File: src/rtl/emb_timer_pkg.sv
package emb_timer_pkg;

  localparam int DATA_W = 32;
  localparam int NTAP   = 4;
  localparam int CODE_W = $clog2(NTAP);

  typedef enum logic [1:0] {
    ADDR_CTRL = 2'd0,
    ADDR_STAT = 2'd1,
    ADDR_PIT  = 2'd2,
    ADDR_NONE = 2'd3
  } reg_addr_e;

  typedef enum logic [1:0] {
    RK_NONE = 2'd0,
    RK_CORE = 2'd1,
    RK_CHIP = 2'd2,
    RK_SYS  = 2'd3
  } rst_kind_e;

  // control field positions (lsb of each field)
  localparam int CB_WD_PER = 30;
  localparam int CB_WD_RST = 28;
  localparam int CB_WD_IE  = 27;
  localparam int CB_PIT_IE = 26;
  localparam int CB_FI_PER = 24;
  localparam int CB_FI_IE  = 23;
  localparam int CB_PIT_AR = 22;

  // status field positions
  localparam int SB_WD_ARM = 31;
  localparam int SB_WD_INT = 30;
  localparam int SB_RST    = 28;
  localparam int SB_PIT    = 27;
  localparam int SB_FI     = 26;

  localparam logic [DATA_W-1:0] CTRL_MASK = 32'hFFC0_0000;
  localparam logic [DATA_W-1:0] STAT_MASK = 32'hFC00_0000;

endpackage

File: src/rtl/tb_tap_select.sv
module tb_tap_select
  import emb_timer_pkg::*;
#(
  parameter int N = NTAP,
  localparam int SW = $clog2(N)
) (
  input  logic [N-1:0]  tap_now,
  input  logic [N-1:0]  tap_last,
  input  logic [SW-1:0] code,
  output logic          fire
);

  logic [N-1:0] toggled;

  genvar gi;
  generate
    for (gi = 0; gi < N; gi++) begin : g_tog
      assign toggled[gi] = tap_now[gi] ^ tap_last[gi];
    end
  endgenerate

  assign fire = toggled[code];

endmodule

File: src/rtl/pit_counter.sv
module pit_counter #(
  parameter int W = 32
) (
  input  logic         clk,
  input  logic         rst_n,
  input  logic         tick,
  input  logic         load_wr,
  input  logic [W-1:0] load_val,
  input  logic         auto_reload,
  output logic [W-1:0] count,
  output logic         expire
);

  logic [W-1:0] cnt_q, cnt_d;
  logic [W-1:0] rel_q, rel_d;
  logic         run_q, run_d;
  logic         upd_en;

  always_comb begin
    cnt_d  = cnt_q;
    rel_d  = rel_q;
    run_d  = run_q;
    expire = 1'b0;
    if (load_wr) begin
      rel_d = load_val;
      cnt_d = load_val;
      run_d = (load_val > W'(1));
    end else if (run_q && tick) begin
      if (cnt_q == W'(1)) begin
        expire = 1'b1;
        if (auto_reload && (rel_q > W'(1))) begin
          cnt_d = rel_q;
        end else begin
          cnt_d = '0;
          run_d = 1'b0;
        end
      end else begin
        cnt_d = cnt_q - W'(1);
      end
    end
  end

  assign upd_en = load_wr | (run_q & tick);

  always_ff @(posedge clk or negedge rst_n) begin
    if (!rst_n) begin
      cnt_q <= '0;
      rel_q <= '0;
      run_q <= 1'b0;
    end else if (upd_en) begin
      cnt_q <= cnt_d;
      rel_q <= rel_d;
      run_q <= run_d;
    end
  end

  assign count = cnt_q;

endmodule

File: src/rtl/wdt_stage_ctrl.sv
module wdt_stage_ctrl
  import emb_timer_pkg::*;
(
  input  logic       clk,
  input  logic       rst_n,
  input  logic       fire,
  input  logic       st_armed,
  input  logic       st_int,
  input  logic [1:0] kind,
  output logic       set_armed,
  output logic       set_int,
  output logic       load_kind,
  output logic       req_core,
  output logic       req_chip,
  output logic       req_sys
);

  logic [2:0] req_q, req_d;

  always_comb begin
    set_armed = fire & ~st_armed;
    set_int   = fire & st_armed & ~st_int;
    load_kind = fire & st_armed & st_int;
    req_d     = 3'b000;
    if (load_kind) begin
      case (rst_kind_e'(kind))
        RK_CORE: req_d = 3'b001;
        RK_CHIP: req_d = 3'b010;
        RK_SYS:  req_d = 3'b100;
        default: req_d = 3'b000;
      endcase
    end
  end

  always_ff @(posedge clk or negedge rst_n) begin
    if (!rst_n) begin
      req_q <= 3'b000;
    end else begin
      req_q <= req_d;
    end
  end

  assign req_core = req_q[0];
  assign req_chip = req_q[1];
  assign req_sys  = req_q[2];

endmodule

File: src/rtl/emb_timer_unit.sv
module emb_timer_unit
  import emb_timer_pkg::*;
#(
  parameter int TB_W     = 32,
  parameter int FI_BASE  = 9,
  parameter int WD_BASE  = 17,
  parameter int TAP_STEP = 4
) (
  input  logic              clk,
  input  logic              rst_n,
  input  logic              reg_wr_en,
  input  logic [1:0]        reg_addr,
  input  logic [DATA_W-1:0] reg_wdata,
  output logic [DATA_W-1:0] reg_rdata,
  input  logic [TB_W-1:0]   tbase,
  output logic              irq_fixed,
  output logic              irq_interval,
  output logic              irq_watchdog,
  output logic              rst_req_core,
  output logic              rst_req_chip,
  output logic              rst_req_system
);

  localparam int FI_TOP = FI_BASE + (NTAP - 1) * TAP_STEP;
  localparam int WD_TOP = WD_BASE + (NTAP - 1) * TAP_STEP;

  // reset: asynchronous assert, synchronous release
  logic [1:0] rs_q;
  logic       rst_sync_n;

  always_ff @(posedge clk or negedge rst_n) begin
    if (!rst_n) rs_q <= 2'b00;
    else        rs_q <= {rs_q[0], 1'b1};
  end
  assign rst_sync_n = rs_q[1];

  // time-base history
  logic [TB_W-1:0] tb_prev_q;
  logic            tb_tick;

  always_ff @(posedge clk or negedge rst_sync_n) begin
    if (!rst_sync_n) tb_prev_q <= '0;
    else             tb_prev_q <= tbase;
  end
  assign tb_tick = (tbase != tb_prev_q);

  // register decode
  logic ctrl_wr, stat_wr, pit_wr;
  assign ctrl_wr = reg_wr_en && (reg_addr == ADDR_CTRL);
  assign stat_wr = reg_wr_en && (reg_addr == ADDR_STAT);
  assign pit_wr  = reg_wr_en && (reg_addr == ADDR_PIT);

  // control register
  logic [DATA_W-1:0] ctrl_q, ctrl_d;
  assign ctrl_d = reg_wdata & CTRL_MASK;

  always_ff @(posedge clk or negedge rst_sync_n) begin
    if (!rst_sync_n)  ctrl_q <= '0;
    else if (ctrl_wr) ctrl_q <= ctrl_d;
  end

  // tap extraction
  logic [NTAP-1:0] fi_now, fi_last, wd_now, wd_last;

  genvar gt;
  generate
    for (gt = 0; gt < NTAP; gt++) begin : g_taps
      assign fi_now[gt]  = tbase[FI_BASE + gt * TAP_STEP];
      assign fi_last[gt] = tb_prev_q[FI_BASE + gt * TAP_STEP];
      assign wd_now[gt]  = tbase[WD_BASE + gt * TAP_STEP];
      assign wd_last[gt] = tb_prev_q[WD_BASE + gt * TAP_STEP];
    end
  endgenerate

  logic fi_fire, wd_fire;

  tb_tap_select #(.N(NTAP)) u_fi_tap (
    .tap_now  (fi_now),
    .tap_last (fi_last),
    .code     (ctrl_q[CB_FI_PER +: CODE_W]),
    .fire     (fi_fire)
  );

  tb_tap_select #(.N(NTAP)) u_wd_tap (
    .tap_now  (wd_now),
    .tap_last (wd_last),
    .code     (ctrl_q[CB_WD_PER +: CODE_W]),
    .fire     (wd_fire)
  );

  // interval timer
  logic [DATA_W-1:0] pit_cnt;
  logic              pit_exp;

  pit_counter #(.W(DATA_W)) u_pit (
    .clk         (clk),
    .rst_n       (rst_sync_n),
    .tick        (tb_tick),
    .load_wr     (pit_wr),
    .load_val    (reg_wdata),
    .auto_reload (ctrl_q[CB_PIT_AR]),
    .count       (pit_cnt),
    .expire      (pit_exp)
  );

  // status register
  logic [DATA_W-1:0] stat_q, stat_d, stat_set, stat_clr;
  logic              stat_en;
  logic              wd_set_arm, wd_set_int, wd_load;

  wdt_stage_ctrl u_wdt (
    .clk       (clk),
    .rst_n     (rst_sync_n),
    .fire      (wd_fire),
    .st_armed  (stat_q[SB_WD_ARM]),
    .st_int    (stat_q[SB_WD_INT]),
    .kind      (ctrl_q[CB_WD_RST +: 2]),
    .set_armed (wd_set_arm),
    .set_int   (wd_set_int),
    .load_kind (wd_load),
    .req_core  (rst_req_core),
    .req_chip  (rst_req_chip),
    .req_sys   (rst_req_system)
  );

  always_comb begin
    stat_clr = stat_wr ? (reg_wdata & STAT_MASK) : '0;
    stat_set = '0;
    stat_set[SB_FI]     = fi_fire;
    stat_set[SB_PIT]    = pit_exp;
    stat_set[SB_WD_ARM] = wd_set_arm;
    stat_set[SB_WD_INT] = wd_set_int;
    stat_d = (stat_q & ~stat_clr) | stat_set;
    if (wd_load) stat_d[SB_RST +: 2] = ctrl_q[CB_WD_RST +: 2];
    stat_en = (|stat_clr) | (|stat_set) | wd_load;
  end

  always_ff @(posedge clk or negedge rst_sync_n) begin
    if (!rst_sync_n)  stat_q <= '0;
    else if (stat_en) stat_q <= stat_d;
  end

  // read mux
  always_comb begin
    case (reg_addr_e'(reg_addr))
      ADDR_CTRL: reg_rdata = ctrl_q;
      ADDR_STAT: reg_rdata = stat_q;
      ADDR_PIT:  reg_rdata = pit_cnt;
      default:   reg_rdata = '0;
    endcase
  end

  // interrupts
  assign irq_fixed    = stat_q[SB_FI]     & ctrl_q[CB_FI_IE];
  assign irq_interval = stat_q[SB_PIT]    & ctrl_q[CB_PIT_IE];
  assign irq_watchdog = stat_q[SB_WD_INT] & ctrl_q[CB_WD_IE];

  initial begin
    if (FI_TOP >= TB_W || WD_TOP >= TB_W)
      $error("time-base tap outside TB_W");
  end

endmodule

File: config.mk
export PLATFORM = sky130hd
export DESIGN_NAME = emb_timer_unit
export DESIGN_NICKNAME = d
export VERILOG_FILES = /design/src/rtl/emb_timer_pkg.sv /design/src/rtl/tb_tap_select.sv /design/src/rtl/pit_counter.sv /design/src/rtl/wdt_stage_ctrl.sv /design/src/rtl/emb_timer_unit.sv
export SDC_FILE = /design/constraint.sdc
export NUM_CORES = 1
export LEC_CHECK = 0
export ABC_AREA = 1
export BUFFER_PORTS_ARGS = -buffer_cell sky130_fd_sc_hd__buf_2
export CAP_MARGIN = 15
export CELL_PAD_IN_SITES_DETAIL_PLACEMENT = 1
export CELL_PAD_IN_SITES_GLOBAL_PLACEMENT = 2
export CORE_AREA = 2 2 149 151
export DETAILED_ROUTE_END_ITERATION = 8
export DIE_AREA = 0 0 151 153
export MAX_ROUTING_LAYER = met4
export PLACE_DENSITY = 0.86
export REMOVE_ABC_BUFFERS = 1
export SETUP_SLACK_MARGIN = 0.3
export SKIP_CTS_REPAIR_TIMING = 1
export SYNTH_ARGS = -nofsm -noshare
export SYNTH_HDL_FRONTEND = slang
export SYNTH_SLANG_ARGS = --single-unit
File: constraint.sdc
create_clock -name clk -period 4.5 [get_ports clk]
set_clock_uncertainty 0.2 [all_clocks]
set_input_delay 0.45 -clock clk [delete_from_list [all_inputs] [get_ports clk]]
set_output_delay 0.45 -clock clk [all_outputs]
set_load 0.05 [all_outputs]
==> run summary, run 1 <==
post-synthesis adder-cell area fraction: 0.369%
Clock Tree Buf Depth: 2
fin nets: 1201
total gr overflow: 0
Avg Synthesized Cell Area: 6.86 sq um
synthesis-stage register bit count: 118
initial antenna violation count: 0
share of layout cells above drive strength 1: 15.2%
hold path start: reg_wdata[0]
Final Core Density: 39.8%
Remaining DRCs: 0
Placeable Area: 21500 sq um
total iterations of the first detailed-routing run: 4
Worst path slowest cell: nor2_2
Least-Margin Pin Slew: 0.912 ns
largest net degree at the start of global routing: 56
Worst R2R Start: u_pit.count[1]$_DFFE_PN0P_
clock sink count: 118
number of flops mapped to enable cells by yosys: 0
first-pass GRT wire length: 37.7 mm
# rows: 54
commonest cells after routing, fill and taps aside: nand2_1 (382), nor2_1 (121), inv_1 (118)
Pint: 2.70 mW
DIE WIDTH: 151 um
reg-to-reg slack, setup: 1.77 ns
critical setup path kind: input pin to register
Ant. Diodes: 0
total power per unit cell area: 533 nW/um^2
largest family of logic cells by synthesized area: simple AND/OR/NAND/NOR gates
Iteration-0 DRC Markers: 343
ys flop type: dfrtp_1
Avg WL per Cell: 16.8 um
final setup vio count: 0
Layout area overhead: 26.2%
hold depth: 3
Clock Latency Late Sink: 0.42 ns
part of the power in combinational logic: 33.5%
asr flop ratio synth: 100%
drt via density: 4.82
Arr. time, crit path: 3.09 ns
Synth Cell Area: 6780 sq um
Fill cells: 2757
Fin. Hold Viols: 0
Fin Setup TNS: 0 ns
antenna-violating nets left: 0
via count: 6864
Die Y: 153 um
synth unique cells: 33
Die ar.: 23100 sq um
max cap viols: 0
mux contribution to synthesized area: 0.332%
post-detail-place hpwl: 17.6 mm
post-synthesis simple-gate area fraction: 39.2%
NetSw: 1.86 mW
Setup crit start kind: input pin
post-synthesis compound-gate area fraction: 4.50%
CP top delay family: simple AND/OR/NAND/NOR gates
Slew Viols, Final: 0
vias in the first global route: 6956
Placer Congestion: 0.876
Seq/Total Area, Yosys: 43.5%
yosys warns: 0
H-tree Lvls: 4
Max Clk Rate: 341 MHz
crit path cell chain: dlygate4sd3_1 > buf_2 > inv_1 > nand2_1 > nand2_1 > nand2_1 > nor2_1 > nand2_1 > nor2_1 > nand2_1 > nand2_2 > nor2_2 > nand2_1 > nand2_1
CTS tree: done
final WL: 23.9 mm
r2r worst-path depth: 11
commonest non-fill, non-tap cell in the layout: nand2_1
clock tree root driver cell: clkbuf_16
Cells after Synth: 989
overall routing resource usage: 21.8%
Max VDD drop: 0.000260 V
final instance area: 8560 sq um
Static Leak: 4.61 nW
Critical Path Fanout Max: 21
DP Area: 7570 sq um
clock power share: 32.7%
Overall Power: 4.56 mW
IO Port Bufs: 106
sw frac: 40.7%
Tcrit/Tclk final: 65.2%
clock slew at reported path FFs: 0.06 ns
RSZ-0062 raised after global routing: false
crit-path max cell delay: 0.82 ns
Bufs and invs on worst path: 3
Hold Path End: u_pit.rel_q[0]$_DFFE_PN0P_
Starting Density: 31.6%
critical path data required time: 4.65 ns
Flop pwr share: 33.8%
shortest period the worst path allows: 2.94 ns
critical path's most frequent cell: nand2_1
TritonCTS Buffers: 17
# IOs: 107
Slew headroom: 39.2%
reg2reg end: u_pit.count[19]$_DFFE_PN0P_
hold crit path type: input pin to register
hold slack: 0.0451 ns
post-synthesis xor/xnor area fraction: 3.10%
outcome: complete, no violations
Critical Path Sink Type: register
## cells by family after synthesis
logic type / after synthesis
fa+ha+maj: 2
other cells: 1
mux: 2
buf+inv: 146
flops: 118
simple gates: 642
compound gates: 54
xor+xnor: 24
## power groups by stage
stage / sequential, mW / clock [mW] / combinational (mW)
after detailed placement: 1.56 / 0 / 1.50
final: 1.54 / 1.49 / 1.53
after global placement: 1.55 / 0 / 1.48
after global routing: 1.57 / 1.56 / 1.73
after floorplan: 1.48 / 0 / 1.07
after CTS: 1.54 / 1.51 / 1.51
## how the worst max path moves through the flow
stage | start | to | cells past startpoint
floorplan | rs_q[1]$_DFF_PN0_ | ctrl_q[22]$_DFFE_PN0P_ | 0
global placement | reg_addr[1] | reg_rdata[22] | 6
detailed placement | reg_addr[0] | reg_rdata[22] | 5
CTS | reg_addr[0] | reg_rdata[22] | 5
global route | tbase[9] | u_pit.count[6]$_DFFE_PN0P_ | 13
finish | tbase[10] | stat_q[27]$_DFFE_PN0P_ | 14
## sequential cells by signal (all words and copies together), names as in the netlist
signal / count
u_pit.rel_q: 32
tb_prev_q: 32
u_wdt.req_q: 3
stat_q: 6
rs_q: 2
ctrl_q: 10
u_pit.run_q: 1
u_pit.count: 32
## worst min-delay path: cells and delay by family
kind / cells / cell delay (ns)
buffers and inverters: 1 / 0.07
and+or+nand+nor: 2 / 0.11
## stage by stage
| step | worst slack (ns) | std cells |
|---|---|---|
| after floorplan | 0.769 | 965 |
| after global placement | 1.69 | 1357 |
| after detailed placement | 1.68 | 1357 |
| after CTS | 1.68 | 1389 |
| after global routing | 1.32 | 1423 |
| final | 1.56 | 1423 |
## final cells by class
type | instances | area (sq um) | share of cell area [%]
clock buffer | 21 | 460 | 5.38
clock inverter | 11 | 173 | 2.02
inverter | 122 | 458 | 5.35
multi-input combinational | 725 | 3230 | 37.7
sequential | 118 | 2960 | 34.5
tap | 280 | 350 | 4.09
timing repair buffer | 146 | 933 | 10.9
## synthesized netlist by cell type, types with 2 or more instances
master	instances	area share [%]
buf_6	3	0.50
buf_2	9	0.66
clkbuf_1	8	0.44
nand4_1	7	0.65
nand3_1	95	7.0
nor3_1	5	0.37
ha_1	2	0.37
nor4_1	7	0.65
nor2_2	14	1.3
a21oi_1	3	0.22
xnor2_1	13	1.7
o21ai_1	8	0.59
o21ai_0	30	2.2
nand2_1	383	21
nor2_4	3	0.50
inv_2	3	0.17
nand2_2	4	0.37
dfrtp_1	118	44
o22ai_1	2	0.18
xor2_1	11	1.4
buf_4	3	0.33
o221ai_1	3	0.39
nor2_1	121	6.7
o211ai_1	7	0.77
mux2_2	2	0.33
inv_1	118	6.5
## routing by layer
metal | share of wire (%) | GRT usage (%) | up-vias
met5 | 0 | - | -
met4 | 1.6 | 5.47 | 0
met3 | 3.7 | 3.52 | 22
met2 | 49 | 35.2 | 147
met1 | 46 | 28.7 | 3345
li1 | - | - | 3350
(Power assumes the default switching activity.)
==> inputs of run 2 (changes only) <==
--- a/config.mk
+++ b/config.mk
@@ -5,16 +5,16 @@
 export SDC_FILE = /design/constraint.sdc
 export NUM_CORES = 1
 export LEC_CHECK = 0
-export ABC_AREA = 1
+export ABC_AREA = 0
 export BUFFER_PORTS_ARGS = -buffer_cell sky130_fd_sc_hd__buf_2
 export CAP_MARGIN = 15
 export CELL_PAD_IN_SITES_DETAIL_PLACEMENT = 1
 export CELL_PAD_IN_SITES_GLOBAL_PLACEMENT = 2
-export CORE_AREA = 2 2 149 151
+export CORE_AREA = 2 2 136 138
 export DETAILED_ROUTE_END_ITERATION = 8
-export DIE_AREA = 0 0 151 153
+export DIE_AREA = 0 0 138 140
 export MAX_ROUTING_LAYER = met4
-export PLACE_DENSITY = 0.86
+export PLACE_DENSITY = 0.84
 export REMOVE_ABC_BUFFERS = 1
 export SETUP_SLACK_MARGIN = 0.3
 export SKIP_CTS_REPAIR_TIMING = 1
==> constraint.sdc (replaced) <==
create_clock -name clk -period 2.85 [get_ports clk]
set_clock_uncertainty 0.2 [all_clocks]
set_input_delay 0.285 -clock clk [delete_from_list [all_inputs] [get_ports clk]]
set_output_delay 0.285 -clock clk [all_outputs]
set_load 0.05 [all_outputs]
==> run 2 against run 1 <==
Against the previous run: the flow now finishes with violations (negative hold slack, negative setup slack); cell area up 2.0%; clock power up 68%; power rose by 48%; critical path type is now register to register; global-route usage grew 1.2 points; die area decreased by 16%; sequential power up 50%; critical endpoint is now u_pit.count[31]$_DFFE_PN0P_; routed wire length shrank 4.6%.
==> run summary, run 2 <==
crit path cell chain: or4_4 > or4_4 > nor4_4 > buf_6 > nand2b_4 > nor3b_4 > a221o_1
met2 usage: 38.6% (+3.4 points)
vias in the first global route: 6236 (-10%)
via count: 5908 (-14%)
clock sink count: 118 (unchanged)
hold slack: -0.0181 ns (-0.0633 ns)
antenna-violating nets left: 0 (unchanged)
leading area contributor after synthesis: dfrtp_1
largest family of logic cells by synthesized area: simple AND/OR/NAND/NOR gates
top-count cell post-synth: dfrtp_1
Ant. Diodes: 0 (unchanged)
post-synthesis simple-gate area fraction: 22.8% (-16 points)
Die Y: 140 um (-8.5%)
Arr. time, crit path: 3.09 ns (about the same)
global route hottest layer: met2
post-synthesis adder-cell area fraction: 0.409% (+0.040 points)
synth unique cells: 63 (+91%)
Fin. Hold Viols: 3 (+3)
max cap viols: 0 (unchanged)
Least-Margin Pin Slew: 0.721 ns (-0.190 ns)
Placeable Area: 17800 sq um (-17%)
Critical Path Sink Type: register
Max Clk Rate: 335 MHz
clock tree root driver cell: clkbuf_16
final cell count without fillers: 1075 (-24%)
Pint: 4.50 mW (+67%)
shortest period the worst path allows: 2.99 ns
crit-path max cell delay: 0.54 ns (-0.28 ns)
# IOs: 107 (unchanged)
part of the power in combinational logic: 28.6% (-4.9 points)
clock slew at reported path FFs: 0.06 ns (about the same)
Clock Tree Buf Depth: 2 (unchanged)
ranking of synthesized cells by area: dfrtp_1 (48%), nand2_1 (5.6%), xor2_1 (4.6%)
critical setup path kind: register to register
Remaining DRCs: 0 (unchanged)
hold crit path type: input pin to register
Avg Synthesized Cell Area: 9.84 sq um (+43%)
Starting Density: 34.4% (+2.8 points)
Setup crit start kind: register
Seq/Total Area, Yosys: 48.3% (+4.7 points)
H-tree Lvls: 4 (unchanged)
initial antenna violation count: 0 (unchanged)
Slew headroom: 51.9% (+13 points)
Flop pwr share: 34.2% (+0.4 points)
Max VDD drop: 0.000438 V (+68%)
IO Port Bufs: 106 (unchanged)
Layout area overhead: 42.7%
Die ar.: 19300 sq um (-16%)
CTS tree: done
total gr overflow: 0 (unchanged)
ys flop type: dfrtp_1
commonest non-fill, non-tap cell in the layout: dfrtp_1
# rows: 49 (-9.3%)
Post-Place Worst Slack: -0.0893 ns (-1.77 ns)
GR Util met1: 28.5% (-0.17 points)
TritonCTS Buffers: 17 (unchanged)
overall routing resource usage: 23.1% (+1.2 points)
fin nets: 905 (-25%)
final setup vio count: 23 (+23)
post-synthesis xor/xnor area fraction: 7.16% (+4.1 points)
Slew Viols, Final: 0 (unchanged)
Iteration-0 DRC Markers: 360 (+5.0%)
sw frac: 33.3% (-7.4 points)
Cells after Synth: 622 (-37%)
Tcrit/Tclk final: 105%
top-area cell type share of the netlist area: 48.3% (+4.7 points)
share of layout cells above drive strength 1: 29.6% (+14 points)
clock power share: 37.2% (+4.5 points)
asr flop ratio synth: 100% (unchanged)
global-route track usage on met3: 3.18% (-0.34 points)
mux contribution to synthesized area: 4.58% (+4.2 points)
outcome: complete, but fails checks
commonest cells after routing, fill and taps aside: dfrtp_1 (117), buf_2 (106), nand2_1 (91)
number of flops mapped to enable cells by yosys: 0 (unchanged)
critical path's most frequent cell: or4_4
Placed Cells incl. Taps: 976 (-28%)
largest net degree at the start of global routing: 51 (-8.9%)
final WL: 22.8 mm (-4.6%)
total iterations of the first detailed-routing run: 5 (+1)
Placer Congestion: 0.889 (+1.6%)
NetSw: 2.25 mW (+21%)
Clock Latency Late Sink: 0.43 ns (about the same)
post-synthesis compound-gate area fraction: 13.7% (+9.2 points)
synth cell count leaders: dfrtp_1 (118), nand2_1 (91), xor2_1 (32)
DIE WIDTH: 138 um (-8.6%)
yosys warns: 0 (unchanged)
setup slack after layout: -0.139 ns (-1.70 ns)
drt via density: 5.50 (+14%)
post-detail-place hpwl: 15.3 mm (-13%)
critical path data required time: 2.95 ns (-1.70 ns)
Synth Cell Area: 6120 sq um (-9.8%)
first-pass GRT wire length: 34.1 mm (-9.5%)
RSZ-0062 raised after global routing: true
Static Leak: 4.00 nW (-13%)
Avg WL per Cell: 21.2 um (+26%)
Worst path slowest cell: or4_4
total power per unit cell area: 773 nW/um^2 (+45%)
synthesis-stage register bit count: 118 (unchanged)
Critical Path Fanout Max: 6 (-71%)
failing checks: negative hold slack, negative setup slack
## run 2: cell count changes after synthesis, sizes merged, moves of 21 or more
cell / delta
inv: -113
nor4: +24
and2: +30
xor2: +21
nor2: -115
nand2: -296
nand3: -78
## run 2: cells by family after synthesis
group | count (synthesis)
xor+xnor | 50
other cells | 1
buf+inv | 43
compound gates | 118
simple gates | 265
flops | 118
mux | 25
fa+ha+maj | 2
## run 2: layout make-up
cell class | count | area [sq um]
clock inverters | 11 | 220
fillers | 2046 | 9050
flip-flops and latches | 118 | 2960
multi-input cells | 464 | 3150
well taps | 229 | 287
inverters | 8 | 30.0
repair buffers | 225 | 1620
clock buffers | 20 | 467
## run 2: per-layer routing
| metal | routed length [um] | vias to the layer above | part of all wire, % |
|---|---|---|---|
| met2 | 11600 | 185 | 51 |
| met4 | 535 | 0 | 2.3 |
| met3 | 876 | 42 | 3.8 |
| li1 | - | 2682 | - |
| met5 | 0 | - | 0 |
| met1 | 9780 | 2999 | 43 |
## run 2: path summary, 6_finish.rpt
check,startpoint,end,slack (ns),depth (start not counted)
max,u_pit.count[25]$_DFFE_PN0P_,u_pit.count[31]$_DFFE_PN0P_,-0.14,7
min,reg_wdata[29],ctrl_q[29]$_DFFE_PN0P_,-0.02,2
max reg2reg,u_pit.count[25]$_DFFE_PN0P_,u_pit.count[31]$_DFFE_PN0P_,-0.14,7
min reg2reg,rs_q[1]$_DFF_PN0_,tb_prev_q[16]$_DFF_PN0_,0.09,0
max in group asynchronous,rs_q[1]$_DFF_PN0_,u_pit.rel_q[14]$_DFFE_PN0P_,1.66,1
min in group asynchronous,rs_q[1]$_DFF_PN0_,tb_prev_q[16]$_DFF_PN0_,0.09,0
## run 2: critical path, delay by kind of cell, from the launching register on
| kind | cells | cell delay (ns) |
|---|---|---|
| AOI/OAI and AO/OA | 1 | 0.38 |
| DFF | 1 | 0.38 |
| and+or+nand+nor | 5 | 1.71 |
| buffers and inverters | 1 | 0.20 |
## run 2: power groups by stage
stage	clock [mW]	sequential (mW)	combinational, mW
after global routing	2.61	2.35	2.07
after CTS	2.53	2.30	1.77
after detailed placement	0	2.32	1.75
after global placement	0	2.30	1.70
final	2.51	2.31	1.93
after floorplan	0	2.30	1.01
## run 2: per-stage QoR
stage | hold slack, ns | setup TNS (ns) | power [mW] | util (%) | area (sq um)
2_1_floorplan | -0.211 | -127.57 | 3.31 | - | 5960
3_3_place_gp | -0.129 | -0.0629 | 4.00 | 40.6 | 7220
3_5_place_dp | -0.127 | -0.894 | 4.07 | 40.6 | 7220
4_1_cts | -0.583 | -1.59 | 6.60 | 44.5 | 7910
5_1_grt | 0.00309 | -3.16 | 7.03 | 49.1 | 8730
6_report | -0.0181 | -2.02 | 6.75 | 49.1 | 8730
